--- src/rtl/emb_pkg.sv ---
package emb_pkg;
    typedef enum logic [2:0] {
        ST_IDLE,
        ST_LATCH,
        ST_LHOLD,
        ST_STROBE,
        ST_TAIL
    } emb_state_t;
endpackage

--- src/rtl/emb_fsm.sv ---
module emb_fsm
    import emb_pkg::*;
#(
    parameter int CNT_W    = 4,
    parameter int WAIT_W   = 4,
    parameter int LE_CYC   = 1,
    parameter int HOLD_CYC = 1
) (
    input  logic              clk,
    input  logic              rst_n,
    input  logic              start,
    input  logic [WAIT_W-1:0] wait_q,
    output emb_state_t        state,
    output logic              byte_sel,
    output logic              accept,
    output logic              last_strobe
);
    emb_state_t       nx_state;
    logic [CNT_W-1:0] cnt, nx_cnt;
    logic             nx_byte;
    logic             cnt_done;

    assign accept      = (state == ST_IDLE) && start;
    assign last_strobe = (state == ST_STROBE) && (cnt == CNT_W'(wait_q));

    always_comb begin
        cnt_done = 1'b0;
        unique case (state)
            ST_LATCH:  cnt_done = (cnt == CNT_W'(LE_CYC - 1));
            ST_LHOLD:  cnt_done = (cnt == CNT_W'(HOLD_CYC - 1));
            ST_STROBE: cnt_done = (cnt == CNT_W'(wait_q));
            default:   cnt_done = 1'b0;
        endcase
    end

    always_comb begin
        nx_state = state;
        nx_cnt   = cnt;
        nx_byte  = byte_sel;
        unique case (state)
            ST_IDLE: begin
                if (start) begin
                    nx_state = ST_LATCH;
                    nx_cnt   = '0;
                    nx_byte  = 1'b0;
                end
            end
            ST_LATCH, ST_LHOLD, ST_STROBE: begin
                if (cnt_done) begin
                    nx_cnt = '0;
                    unique case (state)
                        ST_LATCH:  nx_state = ST_LHOLD;
                        ST_LHOLD:  nx_state = ST_STROBE;
                        default:   nx_state = ST_TAIL;
                    endcase
                end else begin
                    nx_cnt = cnt + 1'b1;
                end
            end
            ST_TAIL: begin
                nx_cnt = '0;
                if (byte_sel) begin
                    nx_state = ST_IDLE;
                end else begin
                    nx_state = ST_STROBE;
                    nx_byte  = 1'b1;
                end
            end
            default: nx_state = ST_IDLE;
        endcase
    end

    always_ff @(posedge clk or negedge rst_n) begin
        if (!rst_n) begin
            state    <= ST_IDLE;
            cnt      <= '0;
            byte_sel <= 1'b0;
        end else begin
            state    <= nx_state;
            cnt      <= nx_cnt;
            byte_sel <= nx_byte;
        end
    end

    // an accepted start always opens the latch phase
    a_r2_start_to_latch: assert property (@(posedge clk) disable iff (!rst_n)
        accept |=> (state == ST_LATCH));

    // a start during a transfer does not bring the sequencer back to the latch phase
    a_r10_no_restart: assert property (@(posedge clk) disable iff (!rst_n)
        (state == ST_STROBE) && start |=> (state != ST_LATCH));
endmodule

--- src/rtl/emb_datapath.sv ---
module emb_datapath
    import emb_pkg::*;
#(
    parameter int ADDR_W = 17,
    parameter int BYTE_W = 8,
    parameter int WAIT_W = 4
) (
    input  logic                clk,
    input  logic                rst_n,
    input  logic                accept,
    input  logic                last_strobe,
    input  logic                byte_sel,
    input  logic [ADDR_W-1:0]   req_addr,
    input  logic [2*BYTE_W-1:0] req_wdata,
    input  logic                req_write,
    input  logic [WAIT_W-1:0]   cfg_wait,
    input  logic [BYTE_W-1:0]   mem_ad_in,
    output logic [ADDR_W-2:0]   addr_q,
    output logic                write_q,
    output logic [WAIT_W-1:0]   wait_q,
    output logic [BYTE_W-1:0]   wr_byte,
    output logic [BYTE_W-1:0]   rd_hi,
    output logic [BYTE_W-1:0]   rd_lo
);
    logic [2*BYTE_W-1:0] wdata_q;

    always_ff @(posedge clk or negedge rst_n) begin
        if (!rst_n) begin
            addr_q  <= '0;
            wdata_q <= '0;
            write_q <= 1'b0;
            wait_q  <= '0;
        end else if (accept) begin
            addr_q  <= req_addr[ADDR_W-1:1];
            wdata_q <= req_wdata;
            write_q <= req_write;
            wait_q  <= cfg_wait;
        end
    end

    always_ff @(posedge clk or negedge rst_n) begin
        if (!rst_n) begin
            rd_hi <= '0;
            rd_lo <= '0;
        end else if (last_strobe && !write_q) begin
            if (byte_sel) rd_hi <= mem_ad_in;
            else          rd_lo <= mem_ad_in;
        end
    end

    assign wr_byte = byte_sel ? wdata_q[2*BYTE_W-1:BYTE_W] : wdata_q[BYTE_W-1:0];

    // captured request is frozen while a strobe is in progress
    a_r10_capture_frozen: assert property (@(posedge clk) disable iff (!rst_n)
        last_strobe |=> $stable(addr_q) && $stable(wait_q));
endmodule

--- src/rtl/emb_pins.sv ---
module emb_pins
    import emb_pkg::*;
#(
    parameter int ADDR_W = 17,
    parameter int BYTE_W = 8,
    localparam int HI_W  = ADDR_W - 1 - BYTE_W
) (
    input  logic              clk,
    input  logic              rst_n,
    input  emb_state_t        state,
    input  logic              byte_sel,
    input  logic              write_q,
    input  logic [ADDR_W-2:0] addr_q,
    input  logic [BYTE_W-1:0] wr_byte,
    output logic              busy,
    output logic [HI_W-1:0]   mem_ahi,
    output logic [BYTE_W-1:0] mem_ad_out,
    output logic              mem_ad_oe,
    output logic              mem_le,
    output logic              mem_a0,
    output logic              mem_rd_n,
    output logic              mem_wr_n
);
    always_comb begin
        busy       = 1'b1;
        mem_le     = 1'b0;
        mem_ad_oe  = 1'b0;
        mem_ad_out = '0;
        mem_rd_n   = 1'b1;
        mem_wr_n   = 1'b1;
        unique case (state)
            ST_IDLE: busy = 1'b0;
            ST_LATCH: begin
                mem_le     = 1'b1;
                mem_ad_oe  = 1'b1;
                mem_ad_out = addr_q[BYTE_W-1:0];
            end
            ST_LHOLD: begin
                mem_ad_oe  = 1'b1;
                mem_ad_out = addr_q[BYTE_W-1:0];
            end
            ST_STROBE: begin
                if (write_q) begin
                    mem_wr_n   = 1'b0;
                    mem_ad_oe  = 1'b1;
                    mem_ad_out = wr_byte;
                end else begin
                    mem_rd_n = 1'b0;
                end
            end
            ST_TAIL: begin
                if (write_q) begin
                    mem_ad_oe  = 1'b1;
                    mem_ad_out = wr_byte;
                end
            end
            default: busy = 1'b0;
        endcase
    end

    assign mem_ahi = addr_q[ADDR_W-2:BYTE_W];
    assign mem_a0  = byte_sel;

    a_r6_strobes_exclusive: assert property (@(posedge clk) disable iff (!rst_n)
        !(!mem_rd_n && !mem_wr_n));

    a_r6_no_strobe_in_latch: assert property (@(posedge clk) disable iff (!rst_n)
        mem_le |-> (mem_rd_n && mem_wr_n));

    a_r9_read_port_released: assert property (@(posedge clk) disable iff (!rst_n)
        !mem_rd_n |-> !mem_ad_oe);

    a_r8_write_data_held: assert property (@(posedge clk) disable iff (!rst_n)
        $rose(mem_wr_n) |-> mem_ad_oe && $stable(mem_ad_out));

    a_r3_high_addr_stable: assert property (@(posedge clk) disable iff (!rst_n)
        busy && $past(busy) |-> $stable(mem_ahi));

    a_r5_second_byte_select: assert property (@(posedge clk) disable iff (!rst_n)
        $fell(busy) |-> $past(mem_a0));
endmodule

--- src/rtl/ext_mem_bus_ctrl.sv ---
module ext_mem_bus_ctrl
    import emb_pkg::*;
#(
    parameter int ADDR_W   = 17,
    parameter int BYTE_W   = 8,
    parameter int WAIT_W   = 4,
    parameter int LE_CYC   = 1,
    parameter int HOLD_CYC = 1,
    localparam int HI_W    = ADDR_W - 1 - BYTE_W,
    localparam int TMAX    = (LE_CYC > HOLD_CYC) ? LE_CYC : HOLD_CYC,
    localparam int TW      = $clog2(TMAX + 1),
    localparam int CNT_W   = (WAIT_W > TW) ? WAIT_W : TW
) (
    input  logic                clk,
    input  logic                rst_n,
    input  logic [ADDR_W-1:0]   req_addr,
    input  logic [2*BYTE_W-1:0] req_wdata,
    input  logic                req_write,
    input  logic                req_start,
    input  logic [WAIT_W-1:0]   cfg_wait,
    output logic                busy,
    output logic [BYTE_W-1:0]   rd_data_hi,
    output logic [BYTE_W-1:0]   rd_data_lo,
    output logic [HI_W-1:0]     mem_ahi,
    output logic [BYTE_W-1:0]   mem_ad_out,
    output logic                mem_ad_oe,
    input  logic [BYTE_W-1:0]   mem_ad_in,
    output logic                mem_le,
    output logic                mem_a0,
    output logic                mem_rd_n,
    output logic                mem_wr_n
);
    emb_state_t        state;
    logic              byte_sel, accept, last_strobe, write_q;
    logic [ADDR_W-2:0] addr_q;
    logic [WAIT_W-1:0] wait_q;
    logic [BYTE_W-1:0] wr_byte;

    emb_fsm #(
        .CNT_W(CNT_W), .WAIT_W(WAIT_W), .LE_CYC(LE_CYC), .HOLD_CYC(HOLD_CYC)
    ) u_fsm (
        .clk(clk), .rst_n(rst_n), .start(req_start), .wait_q(wait_q),
        .state(state), .byte_sel(byte_sel), .accept(accept),
        .last_strobe(last_strobe)
    );

    emb_datapath #(
        .ADDR_W(ADDR_W), .BYTE_W(BYTE_W), .WAIT_W(WAIT_W)
    ) u_dp (
        .clk(clk), .rst_n(rst_n), .accept(accept), .last_strobe(last_strobe),
        .byte_sel(byte_sel), .req_addr(req_addr), .req_wdata(req_wdata),
        .req_write(req_write), .cfg_wait(cfg_wait), .mem_ad_in(mem_ad_in),
        .addr_q(addr_q), .write_q(write_q), .wait_q(wait_q),
        .wr_byte(wr_byte), .rd_hi(rd_data_hi), .rd_lo(rd_data_lo)
    );

    emb_pins #(
        .ADDR_W(ADDR_W), .BYTE_W(BYTE_W)
    ) u_pins (
        .clk(clk), .rst_n(rst_n), .state(state), .byte_sel(byte_sel),
        .write_q(write_q), .addr_q(addr_q), .wr_byte(wr_byte),
        .busy(busy), .mem_ahi(mem_ahi), .mem_ad_out(mem_ad_out),
        .mem_ad_oe(mem_ad_oe), .mem_le(mem_le), .mem_a0(mem_a0),
        .mem_rd_n(mem_rd_n), .mem_wr_n(mem_wr_n)
    );
endmodule

--- config.mk ---
export PLATFORM = sky130hd
export DESIGN_NAME = ext_mem_bus_ctrl
export DESIGN_NICKNAME = d
export VERILOG_FILES = /design/src/rtl/emb_pkg.sv /design/src/rtl/emb_fsm.sv /design/src/rtl/emb_datapath.sv /design/src/rtl/emb_pins.sv /design/src/rtl/ext_mem_bus_ctrl.sv
export SDC_FILE = /design/constraint.sdc
export NUM_CORES = 1
export LEC_CHECK = 0
export BUFFER_PORTS_ARGS = -buffer_cell sky130_fd_sc_hd__buf_4
export CORE_MARGIN = 5
export CORE_UTILIZATION = 50
export DETAILED_ROUTE_END_ITERATION = 16
export PLACE_DENSITY = 0.78
export REMOVE_ABC_BUFFERS = 1
export SYNTH_ARGS = -nofsm -noshare
export SYNTH_HDL_FRONTEND = slang
export SYNTH_SLANG_ARGS = --single-unit
export TNS_END_PERCENT = 5
--- constraint.sdc ---
create_clock -name clk -period 2.38 [get_ports clk]
set_input_delay 0.714 -clock clk [delete_from_list [all_inputs] [get_ports clk]]
set_output_delay 0.714 -clock clk [all_outputs]
set_load 0.05 [all_outputs]
---- Word level (Yosys, flattened, before mapping) ----
Cells that the tools add are included.
storage, ports and cells
  flip-flop bits (word level) ............. 61
  input bits .............................. 49
cells by class
  add/subtract/negate cells ............... 1
  eq/ne operators ......................... 7
  mux-type cells .......................... 21
  bitwise logic cells ..................... 1
  reduce and logical (&&, ||, !) cells .... 17
operators with widths
  operator                                                                  count
  8-bit 2-to-1 mux                                                          2
  8-bit one-hot mux with 2 select lines                                     1
  4-bit one-hot mux with 3 select lines                                     1
  2-bit AND reduction                                                       5
  3-bit one-hot mux with 3 select lines                                     1
  4-bit 2-to-1 mux                                                          2
  1-bit 2-to-1 mux                                                          7
  3-bit by 2-bit equality test with 1-bit output (second input constant)    2
  3-bit 2-to-1 mux                                                          2
  1-bit one-hot mux with 2 select lines                                     3
  3-bit one-hot mux with 2 select lines                                     1
  4-bit by 1-bit adder with 4-bit output (second input constant)            1
  4-bit equality test                                                       1
  4-bit zero test                                                           1
  2-bit OR reduction                                                        2
  4-bit OR reduction                                                        1
  3-bit by 1-bit equality test with 1-bit output (second input constant)    1
  3-bit equality test (second input constant)                               1
  1-bit logical AND                                                         3
  3-bit zero test                                                           1
  3-bit nonzero test                                                        1
  3-bit OR reduction                                                        1
  2-bit 2-to-1 mux                                                          1
  2-bit by 1-bit inequality test with 1-bit output (second input constant)  1
  4 further kinds                                                           4

---- Longest topological paths before layout ----
Gate-level depths: netlist (run 1).
  depth after elaboration ................. 5
  depth in mapped cells ................... 6
  gate-level depth less buffers ........... 5

---- Cells and area by module ----
A second synthesis (run 1) with hierarchy kept.
second synthesis, totals
  cell total of the unflattened synthesis .. 207
  area total of the unflattened synthesis .. 2,861.5 um2
modules (own cells, without submodules)
  module        instances  cells each  area each (um2)
  emb_datapath  1          121         2,074.5
  emb_fsm       1          56          550.5
  emb_pins      1          30          236.5

---- Least setup slack after synthesis (run 1) ----
OpenSTA, ideal clock, no wires.
  path type ............................... register to output
  start point ............................. reg u_fsm.byte_sel
  end point ............................... out mem_ad_out[0]
  arrival time ............................ 2,381 ps
  required time ........................... 1,666 ps
  setup slack ............................. -715 ps
  stages on the path, launching flop included .. 4
  buffers on the path ..................... 1
  path through ............................ dfrtp_1 -> clkbuf_1 -> mux2i_1 -> o21ai_0
on the way
  word-level cells in the longest chain between the ends .. 3
ends and longest elaborated chain
  what                                   line                            RTL
  from (decl)                            emb_fsm.sv:14                   output logic byte_sel,
  from (signal assigned)                 emb_fsm.sv:81                   byte_sel <= nx_byte;
  8-bit 2-to-1 mux                       emb_datapath.sv:51              assign wr_byte = byte_sel ? wdata_q[2*BYTE_W-1:BYTE_W] : wdata_q[BYTE_W-1:0];
  8-bit 2-to-1 mux                       emb_pins.sv:43, emb_pins.sv:52
  8-bit one-hot mux with 2 select lines  emb_pins.sv:31                  unique case (state)
  to (decl)                              ext_mem_bus_ctrl.sv:25          output logic [BYTE_W-1:0] mem_ad_out,
Every way passes these cells.

---- Worst setup path after layout (run 1) ----
  start point ............................. reg u_fsm.state[0]
  end point ............................... out mem_ad_out[5]
on the way
  word-level cells in the longest chain between the ends .. 3
ends and longest elaborated chain
  what                                               line            RTL
  from (decl)                                        emb_fsm.sv:13   output emb_state_t state,
  from (signal assigned)                             emb_fsm.sv:79   state <= nx_state;
  3-bit equality test, or another cell as far along  emb_pins.sv:31
  2-bit OR reduction (no line)                       -
  8-bit one-hot mux with 2 select lines (*)          emb_pins.sv:31
Every way passes the cells marked *; elsewhere a longest branch is shown, timed or not.

==> run metrics, run 1 <==
outcome finished with violations; violations in the final reports setup timing; routability cong. 0.734; Gate power share 56.4%; Seq pwr share 29.2%; fin crit period approximately 2.5 ns; clock share of power 14.4%; Peak VDD IR 1.02 mV; clock-pin slew on the worst setup and hold paths 0.07 ns; Pleak 1.79 nW; DR vias 1,958; Worst setup SP type flop; initial antenna violation count 0; Hold Vio Cnt, Final 0; DRC viols 0; Synth Warn # 0; classification of the worst setup path flop to output pin; pin count of the biggest net entering global routing a little over 60; Min-Delay Path Class primary input to async pin; H-tree levels 3; CP required 1.67 ns; Seq/Total Area, Yosys 54.5%; multi-input gate area in the final layout 1230 sq um; fillers between 400 and 500; relative slew slack between 50% and 60%; Synth async-reset ratio 100%; Tot GR Track Use 18.0%; worst skew pair latency 0.34 ns; Routed Antenna Nets 0; CTS Buf Count 9; number of global-route vias before repair 2,131; PortBufs 85; share of post-route cells with drive strength above 1 63.0%; Crit Path Max Fanout 6; Yosys reg bits between 60 and 70; CP Capture Type output pin; DR vias/cell approximately 5.2; Total Nets Final 354; Initial Utilization roughly half; max-slew violation count 0; top post-synthesis cells by area dfrtp_1 (55%), mux2_2 (19%), mux2_4 (4.3%); GR Overflow Total 0; Layout area overhead 37.8%; Switching Fraction roughly 44%; Slew @ Worst Pin between 0.7 and 0.8 ns; CTS tree done; die height 84.8 microns; Int Power 3.49 mW; P per Cell Area 1620 nW/um^2; Post-synth EDFFs 0; Fmax 0.404 GHz; Synth Cell Area approximately 2800 sq um; top cell type by total area after synthesis dfrtp_1; RSZ-0062 raised after global routing true; CTS sink count 61; cell with the most instances after synthesis dfrtp_1; total of max-cap violations 0; part of the cycle the worst path needs 104%; post-detail-place hpwl roughly 4200 microns; ant diodes 0; Switch Pwr 2.76 mW; clock buffer depth 2; # IOs a little under 90; post-route setup slack -0.0930 ns; site row count 27; worst hold slack ~0.43 ns; initial drt markers 96; CTS Hold Bufs 0; Syn Inst Count 209; first-pass GRT wire length around 10000 microns; top_reg_cell synth dfrtp_1; Yosys top cell area share a little over half; Die Footprint 7200 sq um; Layout Skew ~0.0063 ns; Routed WL 6140 microns; Setup violations, final 9; DR pass1 iterations 6; Synth cell types 41; core area 5470 sq um; Worst EP arrival 1.76 ns; WL/cell 16.2 microns; TNS Setup -0.585 ns; Root Driver clkbuf_8; Die Span X 84.8 microns; Sequential cell area 1530 sq um; Syn Area/Cell approximately 13 sq um; top cells by count, synth dfrtp_1 (61), mux2_2 (48), nand2_1 (11), o21ai_0 (9)
-- flip-flops by register name, summed over array words and instances, names as in the netlist --
name,cells
u_fsm.byte_sel,1
u_fsm.cnt,4
u_dp.write_q,1
u_dp.wdata_q,16
u_dp.rd_lo,8
u_dp.rd_hi,8
u_dp.addr_q,16
u_fsm.state,3
u_dp.wait_q,4
-- worst paths after layout --
path	slack, ns	to	cells after the start	from
worst max-delay path	-0.09	mem_ad_out[5]	6	u_fsm.state[0]$_DFFE_PN0P_
worst min-delay path	0.43	u_fsm.cnt[3]$_DFFE_PN0P_	1	rst_n
worst max register to register	0.14	u_dp.rd_hi[5]$_DFFE_PN0P_	4	u_fsm.cnt[2]$_DFFE_PN0P_
worst min register to register	0.51	u_dp.addr_q[7]$_DFFE_PN0P_	1	u_dp.addr_q[7]$_DFFE_PN0P_
max in group asynchronous	1.44	u_fsm.state[0]$_DFFE_PN0P_	1	rst_n
min in group clk	0.51	u_dp.addr_q[7]$_DFFE_PN0P_	1	u_dp.addr_q[7]$_DFFE_PN0P_
-- critical path: stages, from the launching register on --
cell	delay [ns]
dfrtp_2	0.44
or2b_1	0.28
a21oi_4	0.21
buf_6	0.17
nand2_1	0.07
o21ai_2	0.07
buf_6	0.17
-- timing repair --
item / 4_1_cts / 5_1_grt
gates cloned: 1 / 0
setup endpoints to repair: 9 / 10
setup buffers: 6 / 0
gates resized for setup: 26 / 18
pin swaps: 4 / 1
-- metrics by stage --
| step | total power [mW] | util, % | worst slack, ns | cells | cell area [sq um] |
|---|---|---|---|---|---|
| after floorplan | 3.97 | - | -0.509 | 193 | 2700 |
| after CTS | 6.14 | 69.3 | -0.129 | 380 | 3790 |
| after detailed placement | 4.96 | 63.9 | 0.159 | 357 | 3490 |
| after global placement | 4.88 | 63.9 | 0.169 | 357 | 3490 |
| final | 6.25 | 70.5 | -0.0930 | 380 | 3860 |
| after global routing | 6.60 | 70.5 | -0.158 | 380 | 3860 |
-- logic make-up after synthesis --
group / Yosys count / share of synthesized area [%]
XOR/XNOR: 5 / 1.56
buffers and inverters: 20 / 4.24
adder cells (fa/ha/maj): 2 / 0.894
AND/OR/NAND/NOR: 34 / 7.02
flip-flops: 61 / 54.5
multiplexers: 64 / 26.5
AO/OA/AOI/OAI: 23 / 5.32
-- layout by cell type (no fill, tap or decap), types with 2 or more instances in the layout --
| cell type | count |
|---|---|
| dfrtp_1 | 59 |
| mux2i_1 | 8 |
| buf_6 | 12 |
| a21oi_1 | 3 |
| nor2_1 | 4 |
| a22o_1 | 2 |
| clkbuf_8 | 10 |
| xor2_1 | 4 |
| and2_1 | 2 |
| clkinv_2 | 2 |
| ha_1 | 2 |
| nand2_2 | 7 |
| or2b_1 | 3 |
| inv_1 | 4 |
| clkbuf_1 | 2 |
| nand2_1 | 5 |
| dfrtp_2 | 2 |
| buf_4 | 84 |
| mux2_2 | 48 |
| o21ai_2 | 8 |
| mux2_4 | 8 |
-- power groups by stage --
stage,Combinational [mW],Sequential (mW),Clock [mW]
detailed placement,3.11,1.84,0
CTS,3.40,1.81,0.930
global placement,3.06,1.82,0
floorplan,1.57,2.40,0
finish,3.52,1.83,0.899
global route,3.72,1.89,0.988
-- cell type report --
class / count / area share (%)
clock buffer: 12 / 3.76
clock inverter: 4 / 1.23
inverter: 4 / 0.389
multi-input combinational: 128 / 31.8
sequential: 61 / 39.6
tap: 72 / 2.34
timing repair buffer: 99 / 20.9
-- layer usage --
metal,vias up,part of all wire (%),GRT usage [%],wire (microns)
li1,921,-,-,-
met1,961,41,21.8,2520
met2,67,47,27.5,2910
met3,9,9.7,8.16,593
met4,0,2.0,8.20,120
met5,-,0,0,0
Power figures use the tool's default switching activity.
==> run 2: changes to the inputs <==
Settings changed: BUFFER_PORTS_ARGS -buffer_cell sky130_fd_sc_hd__buf_4 to -buffer_cell sky130_fd_sc_hd__buf_2, CTS_CLUSTER_DIAMETER from default to 200, SLEW_MARGIN from default to 10.
==> run metrics, run 2 (synthesized netlist as in run 1, its figures left out) <==
GR Overflow Total 0 (unchanged); outcome finished with violations; Switching Fraction 44.0% (-0.16 points); most frequent cells in the layout buf_2 (74), dfrtp_1 (60), mux2_2 (48); DR vias/cell 5.29 (+2.7%); PortBufs 85 (unchanged); fin crit period 2.55 ns (+0.0757 ns); Min-Delay Path Class primary input to async pin; Routed WL 6300 microns (+2.6%); Fmax 0.392 GHz (-3.0%); site row count 27 (unchanged); routability cong. 0.762 (+3.8%); share of post-route cells with drive strength above 1 62.9% (-0.084 points); Setup violations, final 9 (unchanged); relative slew slack 53.7% (+2.7 points); worst skew pair latency 0.33 ns (about the same); Layout Skew 0.00434 ns (-0.00198 ns); Crit Path Max Fanout 5 (-1); worst hold slack 0.342 ns (-0.0914 ns); ant diodes 0 (unchanged); Worst EP arrival 1.83 ns (+0.07 ns); top flop regs u_dp.addr_q: 16 flops, u_dp.wdata_q: 16 flops; core area 5470 sq um (unchanged); classification of the worst setup path flop to output pin; first-pass GRT wire length 10,600 microns (+6.6%); violations in the final reports setup timing; Tot GR Track Use 18.8% (+0.81 points); Die Footprint 7200 sq um (unchanged); initial drt markers 78 (-19%); CP Capture Type output pin; fillers 444 (+6.5%); RSZ-0062 raised after global routing true; Die Span X 84.8 microns (unchanged); Switch Pwr 2.75 mW (-0.23%); # IOs 87 (unchanged); part of the cycle the worst path needs 107% (+3.2 points); multi-input gate area in the final layout 1230 sq um (unchanged); initial antenna violation count 0 (unchanged); Int Power 3.50 mW (+0.44%); Slew @ Worst Pin 0.695 ns (-0.0405 ns); Peak VDD IR 1.14 mV (+12%); DR vias 2,021 (+3.2%); crit-path cells buf_6 -> or2b_1 -> a21oi_2 -> buf_6 -> nand2_2 -> o21ai_2 -> buf_6; crit-path max cell delay 0.39 ns (-0.05 ns); die height 84.8 microns (unchanged); total of max-cap violations 0 (unchanged); Seq pwr share 29.3% (about the same); H-tree levels 3 (unchanged); pin count of the biggest net entering global routing 42 (-32%); Hold Vio Cnt, Final 0 (unchanged); Sequential cell area 1530 sq um (about the same); number of global-route vias before repair 2,291 (+7.5%); DRC viols 0 (unchanged); Total Nets Final 356 (+0.56%); clock buffer depth 2 (unchanged); CP dominant cell by count buf_6; post-detail-place hpwl 4220 microns (+0.92%); post-route setup slack -0.169 ns (-0.0757 ns); Routed Antenna Nets 0 (unchanged); clock share of power 16.7% (+2.3 points); WL/cell 16.5 microns (+2.0%); P per Cell Area 1670 nW/um^2 (+3.2%); CTS tree done; Initial Utilization 51.2% (unchanged); commonest non-fill, non-tap cell in the layout buf_2; max-slew violation count 0 (unchanged); DR pass1 iterations 4 (-2); fin cells 382 (+0.53%); Worst setup SP type flop; CP required 1.67 ns (about the same); placed insts 359 (+0.56%); Root Driver clkbuf_8; Pleak 1.77 nW (-0.98%); Layout area overhead 33.7%; clock-pin slew on the worst setup and hold paths 0.07 ns (about the same); CTS Buf Count 9 (unchanged); CP max stage cell dfrtp_1; Gate power share 54.0% (-2.4 points); CTS sink count 61 (unchanged)
run 2: cell types whose count changed in the layout (fill, tap and decap cells not counted), sizes merged:
cell      change
clkinvlp      -1
bufinv        +1
clkbuf        +1
buf           +1
run 2: critical path, delay by kind of cell, from the launching register on:
family          cells  cell delay [ns]
buf+inv             3             0.47
flops               1             0.39
simple gates        2             0.32
compound gates      2             0.31
run 2: what timing repair did:
item / in CTS / in global routing
setup endpoints to repair: 10 / 11
hold buffers: 0 / 0
gates cloned: 1 / 0
hold endpoints to repair: 0 / 0
resized for setup: 35 / 17
setup buffers: 5 / 1
pin swaps: 4 / 2
run 2: final cells by class:
type,count,share of cell area [%]
multi-input combinational,128,32.8
clock buffer,12,4.14
inverter,4,0.401
tap,72,2.41
timing repair buffer,101,17.6
clock inverter,4,1.87
sequential,61,40.8
run 2: power groups by stage:
| stage | Sequential [mW] | Clock [mW] | Combinational [mW] |
|---|---|---|---|
| after global routing | 1.89 | 1.11 | 3.58 |
| after global placement | 1.80 | 0 | 2.85 |
| after detailed placement | 1.84 | 0 | 2.91 |
| final | 1.83 | 1.05 | 3.38 |
| after floorplan | 2.40 | 0 | 1.57 |
| after CTS | 1.83 | 1.06 | 3.24 |
run 2: metal layers:
| metal | global-route usage, % | wire length, microns | vias to the layer above |
|---|---|---|---|
| met5 | 0 | 0 | - |
| met4 | 6.47 | 55 | 0 |
| met3 | 8.93 | 599 | 7 |
| met2 | 29.5 | 3030 | 74 |
| met1 | 22.7 | 2610 | 1015 |
| li1 | - | - | 925 |
run 2: path summary, 6_finish.rpt:
| kind | from | endpoint | slack, ns | cells after the start |
|---|---|---|---|---|
| max in group asynchronous | rst_n | u_fsm.state[1]$_DFFE_PN0P_ | 1.44 | 2 |
| worst min register to register | u_dp.rd_hi[4]$_DFFE_PN0P_ | u_dp.rd_hi[4]$_DFFE_PN0P_ | 0.51 | 1 |
| worst max register to register | u_fsm.cnt[3]$_DFFE_PN0P_ | u_dp.rd_hi[2]$_DFFE_PN0P_ | 0.13 | 4 |
| min in group clk | u_dp.rd_hi[4]$_DFFE_PN0P_ | u_dp.rd_hi[4]$_DFFE_PN0P_ | 0.51 | 1 |
| worst min-delay path | rst_n | u_fsm.cnt[2]$_DFFE_PN0P_ | 0.34 | 1 |
| worst max-delay path | u_fsm.state[0]$_DFFE_PN0P_ | mem_ad_out[1] | -0.17 | 7 |
run 2: metrics by stage:
step / total power, mW / cell area (sq um) / utilization (%) / setup WS (ns) / TNS, ns
after floorplan: 3.97 / 2700 / - / -0.509 / -4.07
after global placement: 4.65 / 3310 / 60.5 / -0.0444 / -0.260
after detailed placement: 4.74 / 3310 / 60.5 / -0.0914 / -0.596
after CTS: 6.12 / 3670 / 67.0 / -0.139 / -1.13
after global routing: 6.59 / 3740 / 68.4 / -0.240 / -2.01
final: 6.26 / 3740 / 68.4 / -0.169 / -1.38
